File: src/rtl/irq_steer_pkg.sv
package irq_steer_pkg;
  parameter int NUM_SRC = 4;
  parameter int NUM_IRQ = 16;
  parameter int CODE_W  = 4;
  parameter int IDX_W   = $clog2(NUM_SRC);
  parameter int REG_W   = 8;
  // lines reachable through the code field; all other codes are reserved
  parameter logic [NUM_IRQ-1:0] VALID_MASK = 16'hDEF8;

  function automatic logic code_valid(input logic [CODE_W-1:0] c);
    return VALID_MASK[c];
  endfunction
endpackage

File: src/rtl/irq_route_regs.sv
module irq_route_regs
  import irq_steer_pkg::*;
(
  input  logic                   clk_i,
  input  logic                   rst_ni,
  input  logic [IDX_W-1:0]       cfg_idx_i,
  input  logic                   cfg_wr_i,
  input  logic [REG_W-1:0]       cfg_wdata_i,
  input  logic                   cfg_rd_i,
  output logic [REG_W-1:0]       cfg_rdata_o,
  output logic [NUM_SRC-1:0]     dis_o,
  output logic [NUM_SRC-1:0][CODE_W-1:0] code_o
);
  localparam int PAD_W = REG_W - 1 - CODE_W;

  logic [NUM_SRC-1:0]             dis_q;
  logic [NUM_SRC-1:0][CODE_W-1:0] code_q;
  logic [REG_W-1:0]               rdata_q;

  for (genvar i = 0; i < NUM_SRC; i++) begin : g_reg
    always_ff @(posedge clk_i or negedge rst_ni) begin
      if (!rst_ni) begin
        dis_q[i]  <= 1'b1;
        code_q[i] <= '0;
      end else if (cfg_wr_i && cfg_idx_i == IDX_W'(i)) begin
        dis_q[i]  <= cfg_wdata_i[REG_W-1];
        code_q[i] <= cfg_wdata_i[CODE_W-1:0];
      end
    end
  end

  // only enable and code are stored; reserved bits are rebuilt as zero
  always_ff @(posedge clk_i or negedge rst_ni) begin
    if (!rst_ni)       rdata_q <= '0;
    else if (cfg_rd_i) rdata_q <= {dis_q[cfg_idx_i], {PAD_W{1'b0}}, code_q[cfg_idx_i]};
  end

  assign cfg_rdata_o = rdata_q;
  assign dis_o       = dis_q;
  assign code_o      = code_q;


  pad_zero_chk: assert property (@(posedge clk_i) disable iff (!rst_ni)
    cfg_rdata_o[REG_W-2:CODE_W] == '0);


  wr_code_chk: assert property (@(posedge clk_i) disable iff (!rst_ni)
    cfg_wr_i |=> code_o[$past(cfg_idx_i)] == $past(cfg_wdata_i[CODE_W-1:0]));


  rd_hold_chk: assert property (@(posedge clk_i) disable iff (!rst_ni)
    !cfg_rd_i |=> $stable(cfg_rdata_o));
endmodule

File: src/rtl/irq_route_decode.sv
module irq_route_decode
  import irq_steer_pkg::*;
(
  input  logic [NUM_SRC-1:0]              pirq_ni,
  input  logic [NUM_SRC-1:0]              dis_i,
  input  logic [NUM_SRC-1:0][CODE_W-1:0]  code_i,
  output logic [NUM_SRC-1:0][NUM_IRQ-1:0] line_o
);
  for (genvar i = 0; i < NUM_SRC; i++) begin : g_dec
    logic hit;
    assign hit = !dis_i[i] && !pirq_ni[i] && code_valid(code_i[i]);
    always_comb begin
      line_o[i] = '0;
      if (hit) line_o[i][code_i[i]] = 1'b1;
    end
  end
endmodule

File: src/rtl/irq_steer_router.sv
module irq_steer_router
  import irq_steer_pkg::*;
(
  input  logic        clk_i,
  input  logic        rst_ni,
  input  logic [1:0]  cfg_idx_i,
  input  logic        cfg_wr_i,
  input  logic [7:0]  cfg_wdata_i,
  input  logic        cfg_rd_i,
  output logic [7:0]  cfg_rdata_o,
  input  logic [3:0]  pirq_ni,
  output logic [15:0] irq_o
);
  logic [NUM_SRC-1:0]              dis;
  logic [NUM_SRC-1:0][CODE_W-1:0]  code;
  logic [NUM_SRC-1:0][NUM_IRQ-1:0] line;
  logic [NUM_IRQ-1:0]              irq_d, irq_q;

  irq_route_regs u_regs (
    .clk_i       (clk_i),
    .rst_ni      (rst_ni),
    .cfg_idx_i   (cfg_idx_i),
    .cfg_wr_i    (cfg_wr_i),
    .cfg_wdata_i (cfg_wdata_i),
    .cfg_rd_i    (cfg_rd_i),
    .cfg_rdata_o (cfg_rdata_o),
    .dis_o       (dis),
    .code_o      (code)
  );

  irq_route_decode u_dec (
    .pirq_ni (pirq_ni),
    .dis_i   (dis),
    .code_i  (code),
    .line_o  (line)
  );

  // shared lines: OR over all sources
  always_comb begin
    irq_d = '0;
    for (int i = 0; i < NUM_SRC; i++) irq_d |= line[i];
  end

  always_ff @(posedge clk_i or negedge rst_ni) begin
    if (!rst_ni) irq_q <= '0;
    else         irq_q <= irq_d;
  end

  assign irq_o = irq_q;


  no_reserved_line_chk: assert property (@(posedge clk_i) disable iff (!rst_ni)
    (irq_o & ~VALID_MASK) == '0);


  all_disabled_quiet_chk: assert property (@(posedge clk_i) disable iff (!rst_ni)
    (&dis) |=> irq_o == '0);


  idle_inputs_quiet_chk: assert property (@(posedge clk_i) disable iff (!rst_ni)
    (&pirq_ni) |=> irq_o == '0);
endmodule

File: config.mk
export PLATFORM = sky130hd
export DESIGN_NAME = irq_steer_router
export DESIGN_NICKNAME = d
export VERILOG_FILES = /design/src/rtl/irq_steer_pkg.sv /design/src/rtl/irq_route_regs.sv /design/src/rtl/irq_route_decode.sv /design/src/rtl/irq_steer_router.sv
export SDC_FILE = /design/constraint.sdc
export NUM_CORES = 1
export LEC_CHECK = 0
export ABC_AREA = 1
export BUFFER_PORTS_ARGS = -buffer_cell sky130_fd_sc_hd__buf_4
export CAP_MARGIN = 20
export CORE_AREA = 5 5 80 82
export DETAILED_ROUTE_END_ITERATION = 7
export DIE_AREA = 0 0 85 87
export GPL_TIMING_DRIVEN = 0
export PLACE_DENSITY = 0.63
export SYNTH_ARGS = -nofsm -noshare
export SYNTH_HDL_FRONTEND = slang
export SYNTH_SLANG_ARGS = --single-unit
File: constraint.sdc
create_clock -name clk_i -period 2.3 [get_ports clk_i]
set_input_delay 0.345 -clock clk_i [delete_from_list [all_inputs] [get_ports clk_i]]
set_output_delay 0.345 -clock clk_i [all_outputs]
set_load 0.05 [all_outputs]
==> out/metrics.yaml, run 1 <==
ir_worst_vdd_uv: 429
rows: 28
die_x_um: 85
initial_core_util: 0.431
synth_cells: 365
critPathBufInv: 2
grt_max_degree: 42
final.setup.tns_ns: 0
yosysWarningCount: 0
crit_required_ns: 2.48
place.gp.congestion: 0.846
p_leak_nw: 1.55
seqPwrFrac: 0.446
rrSetupSlack_ns: 0.91
clock-sinks: 41
regArea_um2: 1030
antenna_left: 0
grtUsageTotal: 0.172
synth_area_leaders: "dfrtp_1 (38%), nand2_1 (19%), inv_1 (8.0%)"
routed_wl_um: 5810
core_area_um2: 5680
cts_buffers: 5
fin_nets: 432
syn_area_per_cell_um2: 6.71
clk_pin_slew_worst_paths_ns: 0.09
busiest_layer: "met2"
maxCapViolCount: 0
grt_pass1_wl_um: 10100
vias: 2330
grt_util_met2: 0.290
hold_class: "in -> async"
antenna_found_initial: 0
h-tree-depth: 2
crit_path_max_fanout: 9
fin_crit_ns: 1.39
clk_latency_ns: 0.30
yosys.area.top_type: "dfrtp_1"
hold_buffers: 0
finalSetupViolations: 0
relSlewSlack: 0.660
use_met1: 0.218
ys.flop_type: "dfrtp_1"
cts-root-buf: "clkbuf_8"
grt_pass1_vias: 2242
gr-total-overflow: 0
n_fill_cell: 619
cpPeakStageDelay_ns: 0.47
final_max_slew_viol_count: 0
start_kind: "flop"
via_per_inst: 4.76
ys_seq_elements: 41
swShare: 0.395
post-route-util: 0.514
path_cells: "inv_1 > nor2_1 > nand3_2 > nand3_1 > nand2_1 > inv_1 > nand2_1"
max_freq_mhz: 720
comb_power_share: 0.321
route.detailed.drc: 0
cts_buffer_depth: 2
dieArea_um2: 7400
hold_viol_final: 0
cts_tree: "yes"
post-cts-setup-buffers: 0
crit_family: "simple AND/OR/NAND/NOR gates"
p_sw_mw: 0.802
syn_area_um2: 2450
ios: 42
power_frac_clock: 0.234
synth_top_area_frac: 0.378
cp_slowest_cell: "dfrtp_1"
portBuffers: 35
cp.arrival_ns: 1.57
ys_seq_area_frac: 0.421
worst_slew_pin_slew_ns: 0.510
cell_internal_pwr_mw: 1.23
clock_skew_ns: 0.00821
cts_resized: 0
synth_edf_count: 0
firstDrtPassIters: 4
async_flop_share: 1.00
synth_most_common_cell: "nand2_1"
routedWlPerCell_um: 11.8
p_per_area_nw_per_um2: 696
die_y_um: 87
drive_gt1_frac: 0.173
rsz0062_at_grt: "no"
use_met3: 0.0407
status: "finished, final reports clean"
fin_crit_sh: 0.603
critical_path.endpoint_type: "flop"
synthToLayoutAreaGrowth_pct: 19.2
hpwl_um: 4450
netlist_top_cells_count: "nand2_1 (126), inv_1 (52), nor2_1 (49)"
yosysUniqueCellTypes: 16
multi_input_area_um2: 1160
first_iter_violations: 159
antenna_cells_inserted: 0
worstSetupPathType: "reg -> reg"
## layout make-up
type / instances / area share
repair buffers: 35 / 0.0900
well taps: 75 / 0.0321
inverters: 52 / 0.0669
plain buffers: 11 / 0.0287
clock inverters: 2 / 0.00514
clock buffers: 6 / 0.0249
multi-input cells: 268 / 0.399
flip-flops and latches: 41 / 0.353
## placed cells by master (no fill, tap or decap)
| cell type | n |
|---|---|
| dfstp_2 | 4 |
| nor3_1 | 4 |
| buf_6 | 3 |
| nand2_1 | 126 |
| nand4_1 | 7 |
| o21ai_0 | 22 |
| dfrtp_1 | 37 |
| conb_1 | 8 |
| clkinvlp_4 | 2 |
| nand2_2 | 7 |
| clkbuf_1 | 1 |
| nor2_1 | 49 |
| nand3_2 | 4 |
| nand3_1 | 37 |
| inv_1 | 52 |
| clkbuf_8 | 5 |
| buf_2 | 4 |
| a21oi_2 | 4 |
| buf_4 | 39 |
## power groups by stage
stage,sequential [mW],combinational [mW],clock [mW]
floorplan,1.01,0.361,0
global placement,0.914,0.638,0
global route,0.923,0.728,0.534
detailed placement,0.917,0.650,0
CTS,0.904,0.652,0.497
finish,0.905,0.652,0.475
## flip-flops by register name, summed over array words and instances (netlist names)
| signal | cells |
|---|---|
| irq_o | 16 |
| u_regs.cfg_rdata_o | 5 |
| u_regs.code_o | 16 |
| u_regs.dis_o | 4 |
## cells by family (layout without fill, tap and decap cells)
logic type	after synthesis	count (layout)	share of synthesized area
other	1	8	0.00153
AOI/OAI and AO/OA	26	26	0.0593
and+or+nand+nor	234	234	0.404
buffers and inverters	63	106	0.114
DFF	41	41	0.421
## through the flow
stage	setup slack (ns)	hold WS [ns]	total power [mW]	cells	instance area [µm²]
final	0.912	0.0110	2.03	490	2920
after global routing	0.767	0.0418	2.19	490	2920
after CTS	0.932	0.0289	2.05	490	2920
after detailed placement	0.972	0.357	1.57	482	2830
after global placement	1.01	0.353	1.55	482	2830
after floorplan	1.20	0.0494	1.38	372	2470
## worst paths after layout
path                                                endpoint  cells past startpoint                              start
setup reg to reg                          irq_o[3]$_DFF_PN0_                      7       u_regs.code_o[7]$_DFFE_PN0P_
setup / recovery                          irq_o[3]$_DFF_PN0_                      7       u_regs.code_o[7]$_DFFE_PN0P_
hold reg to reg            u_regs.cfg_rdata_o[1]$_DFFE_PN0P_                      2  u_regs.cfg_rdata_o[1]$_DFFE_PN0P_
max in group asynchronous        u_regs.dis_o[2]$_DFFE_PN1P_                      1                             rst_ni
min in group clk_i         u_regs.cfg_rdata_o[0]$_DFFE_PN0P_                      3                           cfg_rd_i
hold / removal                            irq_o[0]$_DFF_PN0_                      1                             rst_ni
## routing by layer
metal | wire length (µm) | up-vias
li1 | - | 1219
met1 | 2640 | 1049
met2 | 2790 | 50
met3 | 250 | 12
met4 | 128 | 0
met5 | 0 | -
No activity file was read; power rests on OpenSTA's default activity.
==> inputs of run 2 (changes only) <==
ABC_AREA = 0   (was 1)
CORE_AREA = 5 5 73 75   (was 5 5 80 82)
DIE_AREA = 0 0 78 80   (was 0 0 85 87)
PLACE_DENSITY = 0.66   (was 0.63)
clock period = 1.23 ns   (was 2.3 ns; I/O delays follow)
==> run 2 against run 1 <==
The run now ends with setup timing left; first-iteration DRC count rose by 12%; core utilization grew 5.6 points; area after synthesis fell by 20%; via count fell by 33%; clock power is 120% higher; flip-flop and latch count is the same; hold slack gained 0.13 ns; critical endpoint is now irq_o[4]$_DFF_PN0_.
==> out/metrics.yaml, run 2 <==
cts_buffers: 5  # unchanged
first_iter_violations: 178  # +12%
dieArea_um2: 6240  # -16%
yosysWarningCount: 0  # unchanged
yosysUniqueCellTypes: 33  # +17
clock_skew_ns: 0.00244  # -0.00578 ns
ys_seq_area_frac: 0.525  # +0.104
core_area_um2: 4600  # -19%
hpwl_um: 3370  # -24%
preCtsSetupSlack_ns: -0.340  # -1.31 ns
rr_worst_depth: 3  # -4
cp.arrival_ns: 1.69  # +0.12 ns
synth_xor_area_frac: 0  # unchanged
r2r-end: "irq_o[4]$_DFF_PN0_"
rrSetupSlack_ns: -0.27  # -1.18 ns
yosys.area.top_type: "dfrtp_1"
hold_ws_ns: 0.143  # +0.132 ns
min_from: "cfg_wdata_i[0]"
synth_area_leaders: "dfrtp_1 (47%), mux2_2 (14%), dfstp_2 (5.4%)"
grt_pass1_vias: 1507  # -33%
final_max_slew_viol_count: 0  # unchanged
syn_area_per_cell_um2: 11.9  # +77%
design_area_um2: 2620  # -10%
vias: 1557  # -33%
n_fill_cell: 391  # -37%
portBuffers: 35  # unchanged
crit_required_ns: 1.42  # -1.06 ns
start_kind: "flop"
worstSetupPathType: "reg -> reg"
gr-total-overflow: 0  # unchanged
routedWlPerCell_um: 16.8  # +42%
synthMuxAreaShare: 0.169  # +0.169
firstDrtPassIters: 4  # unchanged
synth_most_common_cell: "dfrtp_1"
rsz0062_at_grt: "yes"
routed_wl_um: 4640  # -20%
holdPathStages: 2
ys_seq_elements: 41  # unchanged
hold_viol_final: 0  # unchanged
worst_slack_ns: -0.267  # -1.18 ns
antenna_left: 0  # unchanged
grtUsageTotal: 0.163  # -0.00907
async_flop_share: 1.00  # unchanged
cts_buffer_depth: 2  # unchanged
mostFrequentLayoutCells: "buf_4 (44), dfrtp_1 (31), mux2_2 (25), nand2_1 (17), inv_1 (9)"
place.gp.congestion: 0.887  # +4.9%
cts_tree: "yes"
synth_edf_count: 0  # unchanged
route.detailed.drc: 0  # unchanged
failed_checks: "setup timing"
clock-sinks: 41  # unchanged
die_x_um: 78  # -8.2%
synth-compound-area-share: 0.109  # +0.0496
synth_cells: 165  # -55%
fin_nets: 239  # -45%
fin_crit_sh: 1.22  # +0.614
maxCapViolCount: 0  # unchanged
grt_pass1_wl_um: 7850  # -22%
fin_crit_ns: 1.50  # +0.109 ns
p_leak_nw: 1.15  # -26%
synth_fa_ha_area_frac: 0  # unchanged
clk_pin_slew_worst_paths_ns: 0.07  # -0.02 ns
synth_top_family_by_area: "multiplexers"
clk_latency_ns: 0.30  # about the same
crit_path_max_fanout: 4  # -5
critical_path.endpoint_type: "flop"
p_per_area_nw_per_um2: 1580  # +130%
die_y_um: 80  # -8.0%
r2r-start: "u_regs.code_o[11]$_DFFE_PN0P_"
cts-root-buf: "clkbuf_8"
final_common_cell: "buf_4"
dpl_cell_area_um2: 2330  # -18%
antenna_found_initial: 0  # unchanged
worst_hold_path.endpoint: "u_regs.code_o[8]$_DFFE_PN0P_"
drive_gt1_frac: 0.486  # +0.313
hold_class: "in -> reg"
total_power_mw: 4.14  # +100%
relSlewSlack: 0.657  # -0.00281
synth-simple-area-share: 0.158  # -0.246
syn_area_um2: 1960  # -20%
rows: 25  # -11%
initial_core_util: 0.427  # -0.00423
status: "finished with violations"
synth_top_area_frac: 0.471  # +0.0932
h-tree-depth: 2  # unchanged
ios: 42  # unchanged
max_freq_mhz: 668  # -7.3%
grt_max_degree: 42  # unchanged
antenna_cells_inserted: 0  # unchanged
worst_slew_pin_slew_ns: 0.515  # +0.00422 ns
via_per_inst: 5.64  # +19%
ir_worst_vdd_uv: 858  # +100%
finalSetupViolations: 9  # +9
netlist_top_cells_count: "dfrtp_1 (37), mux2_2 (25), nand2_1 (17)"
ys.flop_type: "dfrtp_1"
synthToLayoutAreaGrowth_pct: 33.6
## run 2: changes by cell type after synthesis, sizes merged, moves of 5 or more
cell	before	now
buf	11	5
nand3	41	4
inv	52	9
o21ai	22	0
o221ai	0	11
a32oi	0	8
nand4	7	1
mux2i	0	5
nor2	49	4
nand2	133	17
mux2	0	25
## run 2: timing repair
item | in CTS | in global routing
hold endpoints to repair | 37 | 0
resized for setup | 16 | 16
endpoints found under the setup margin | 16 | 13
buffers inserted | 2 | 4
pin swaps | 3 | 0
hold buffers | 1 | 0
## run 2: cell type report
type | count | area [µm²] | share of cell area
timing repair buffer | 42 | 322 | 0.123
clock buffer | 6 | 72.6 | 0.0277
inverter | 9 | 33.8 | 0.0129
tap | 54 | 67.6 | 0.0258
buffer | 7 | 47.5 | 0.0181
multi-input combinational | 115 | 1010 | 0.384
sequential | 41 | 1040 | 0.396
clock inverter | 2 | 35.0 | 0.0134
## run 2: worst max-delay path, stage by stage, from the launching register on
cell	delay (ns)
dfrtp_1	0.43
or4b_4	0.55
or3_1	0.33
o311ai_1	0.09
## run 2: stage by stage
step,TNS [ns],cells,utilization
after global placement,-3.46,261,0.507
final,-0.933,276,0.571
after floorplan,-0.161,172,-
after detailed placement,-3.69,261,0.507
after CTS,-1.32,272,0.553
after global routing,-1.64,276,0.571
## run 2: logic make-up after synthesis
group	Yosys count
other	1
muxes	30
and+or+nand+nor	52
buffers and inverters	16
DFF	41
AOI/OAI and AO/OA	25
## run 2: worst max-delay path by stage
stage / start / to / slack (ns) / cells after the start
CTS: u_regs.code_o[11]$_DFFE_PN0P_ / irq_o[4]$_DFF_PN0_ / -0.26 / 3
global placement: cfg_idx_i[0] / u_regs.code_o[0]$_DFFE_PN0P_ / -0.33 / 3
floorplan: u_regs.code_o[11]$_DFFE_PN0P_ / irq_o[4]$_DFF_PN0_ / -0.16 / 3
finish: u_regs.code_o[11]$_DFFE_PN0P_ / irq_o[4]$_DFF_PN0_ / -0.27 / 3
global route: u_regs.code_o[11]$_DFFE_PN0P_ / irq_o[4]$_DFF_PN0_ / -0.30 / 3
detailed placement: cfg_idx_i[0] / u_regs.code_o[1]$_DFFE_PN0P_ / -0.34 / 3
## run 2: per-layer routing
layer  wire length, µm  part of all wire  vias to the layer above  track usage
li1                  -                 -                      729            -
met1              1940              0.42                      761        0.216
met2              2270              0.49                       61        0.258
met3               367             0.079                        6       0.0418
met4                60             0.013                        0       0.0574
met5                 0                 0                        -            0
## run 2: report_power, final
group / leakage [nW] / internal, mW / switching (mW)
Sequential: 0.496 / 1.58 / 0.239
Clock: 0.0552 / 0.602 / 0.448
Combinational: 0.599 / 0.533 / 0.730
==> inputs of run 3 (changes only) <==
CORE_AREA = 5 5 66 82   (was 5 5 73 75)
CTS_BUF_LIST = sky130_fd_sc_hd__clkbuf_2   (was unset)
DIE_AREA = 0 0 71 87   (was 0 0 78 80)
PLACE_DENSITY = 0.67   (was 0.66)
==> run 3 against run 2 <==
The run still ends with setup timing left; hold slack got worse by 0.12 ns; register-to-register slack improved by 0.05 ns; cell count rose by 3.6%; global-route usage fell by 0.20 points; fmax rose by 3.1%; first-iteration DRC count fell by 53%; largest cell class unchanged; largest power group unchanged.
==> out/metrics.yaml, run 3 (synthesis gave the netlist of run 2 again) <==
clk_pin_slew_worst_paths_ns: 0.21  # +0.14 ns
fin_crit_ns: 1.45  # -0.0453 ns
fin_crit_sh: 1.18  # -0.0368
start_kind: "flop"
crit_cells: 3  # unchanged
routedWlPerCell_um: 16.4  # -2.6%
via_per_inst: 5.52  # -2.1%
cp-startpoint: "u_regs.code_o[11]$_DFFE_PN0P_"
p_leak_nw: 1.17  # +1.4%
die_y_um: 87  # +8.8%
firstDrtPassIters: 4  # unchanged
failed_checks: "setup timing"
cts_buffers: 5  # unchanged
synthToLayoutAreaGrowth_pct: 34.5
hold_ws_ns: 0.0216  # -0.121 ns
fin_cells: 286  # +3.6%
cpPeakStageDelay_ns: 0.54  # about the same
portBuffers: 35  # unchanged
crit_required_ns: 1.53  # +0.11 ns
route.detailed.drc: 0  # unchanged
wl_met3_um: 236  # -36%
r2r-start: "u_regs.code_o[11]$_DFFE_PN0P_"
crit_family: "simple AND/OR/NAND/NOR gates"
gr-total-overflow: 0  # unchanged
routed.top_layer: "met4"
antenna_found_initial: 0  # unchanged
routed_wl_um: 4680  # +0.95%
worst_slack_ns: -0.222  # +0.0453 ns
cts_buffer_depth: 2  # unchanged
clock-sinks: 41  # unchanged
max_freq_mhz: 689  # +3.1%
antenna_cells_inserted: 0  # unchanged
cts-root-buf: "clkbuf_2"
h-tree-depth: 2  # unchanged
cp.arrival_ns: 1.75  # +0.06 ns
critical_path.endpoint_type: "flop"
drive_gt1_frac: 0.487  # about the same
ir_worst_vdd_uv: 825  # -3.9%
wl_met2_um: 2380  # +4.7%
rsz0062_at_grt: "yes"
critPathBufInv: 0  # unchanged
grt_max_degree: 42  # unchanged
initial_core_util: 0.425  # -0.00243
hpwl_um: 3310  # -1.7%
rr_worst_depth: 3  # unchanged
relSlewSlack: 0.503  # -0.154
vias: 1580  # +1.5%
die_x_um: 71  # -9.0%
grtUsageTotal: 0.161  # -0.00205
path_cells: "or4b_4 > or3_1 > o311ai_1"
drt-met1-wl_um: 1820  # -6.2%
worstSetupPathType: "reg -> reg"
clock_skew_ns: 0.0255  # +0.0231 ns
hold_class: "in -> reg"
cts_tree: "yes"
rows: 28  # +12%
dpl_cell_area_um2: 2340  # +0.32%
mostFrequentLayoutCells: "buf_4 (40), dfrtp_1 (33), mux2_2 (25), nand2_1 (16)"
design_area_um2: 2640  # +0.72%
grt_pass1_wl_um: 7850  # unchanged
r2r-end: "irq_o[4]$_DFF_PN0_"
status: "finished with violations"
maxCapViolCount: 0  # unchanged
antenna_left: 0  # unchanged
first_iter_violations: 84  # -53%
hold_viol_final: 0  # unchanged
cp_slowest_cell: "or4b_4"
fin_nets: 243  # +1.7%
final_max_slew_viol_count: 0  # unchanged
finalSetupViolations: 9  # unchanged
dieArea_um2: 6180  # -1.0%
place.gp.congestion: 0.851  # -4.1%
final_common_cell: "buf_4"
post-route-util: 0.571  # +0.000817
ios: 42  # unchanged
total_power_mw: 3.94  # -4.9%
core_area_um2: 4620  # +0.57%
critPathCapture: "irq_o[4]$_DFF_PN0_"
p_per_area_nw_per_um2: 1490  # -5.5%
clk_latency_ns: 0.40  # +0.10 ns
crit_path_max_fanout: 4  # unchanged
worst_slew_pin_slew_ns: 0.745  # +0.230 ns
rrSetupSlack_ns: -0.22  # +0.05 ns
grt_pass1_vias: 1593  # +5.7%
n_fill_cell: 431  # +10%
dp_cells: 267  # +2.3%
[run 3: what timing repair did]
item	in CTS	in global routing
endpoints found under the hold margin	37	0
endpoints found under the setup margin	12	22
hold buffers	1	0
gates resized for setup	22	14
pin swaps	4	3
buffers inserted	7	3
[run 3: how the worst min path moves through the flow]
| stage | from | end | slack (ns) | cells past startpoint |
|---|---|---|---|---|
| after CTS | cfg_wdata_i[3] | u_regs.code_o[15]$_DFFE_PN0P_ | 0.01 | 2 |
| final | cfg_wdata_i[3] | u_regs.code_o[7]$_DFFE_PN0P_ | 0.02 | 2 |
| after global routing | cfg_wdata_i[3] | u_regs.code_o[7]$_DFFE_PN0P_ | 0.004 | 2 |
| after floorplan | rst_ni | irq_o[0]$_DFF_PN0_ | -0.11 | 0 |
| after global placement | rst_ni | u_regs.code_o[13]$_DFFE_PN0P_ | 0.19 | 1 |
| after detailed placement | rst_ni | u_regs.code_o[13]$_DFFE_PN0P_ | 0.19 | 1 |
[run 3: cell type report]
type / count / area, µm² / area share
Inverter: 9 / 33.8 / 0.0128
Clock inverter: 2 / 33.8 / 0.0128
Tap cell: 60 / 75.1 / 0.0284
Sequential cell: 41 / 1040 / 0.392
Timing Repair Buffer: 46 / 382 / 0.144
Clock buffer: 6 / 30.0 / 0.0114
Multi-Input combinational cell: 115 / 1010 / 0.381
Buffer: 7 / 45.0 / 0.0170
[run 3: report_power, final]
group	leakage [nW]	internal, mW	switching (mW)
combinational	0.627	0.588	0.775
sequential	0.498	1.58	0.221
clock	0.0406	0.347	0.424
total	1.17	2.52	1.42
[run 3: layer usage]
metal / up-vias / track usage
li1: 736 / -
met1: 756 / 0.190
met2: 60 / 0.272
met3: 28 / 0.0346
met4: 0 / 0.0889
met5: - / 0
[run 3: per-stage QoR]
| stage | setup slack, ns | TNS [ns] |
|---|---|---|
| after floorplan | -0.161 | -0.161 |
| after global placement | -0.282 | -3.42 |
| after detailed placement | -0.290 | -3.47 |
| after CTS | -0.249 | -0.749 |
| after global routing | -0.253 | -1.25 |
| final | -0.222 | -0.742 |
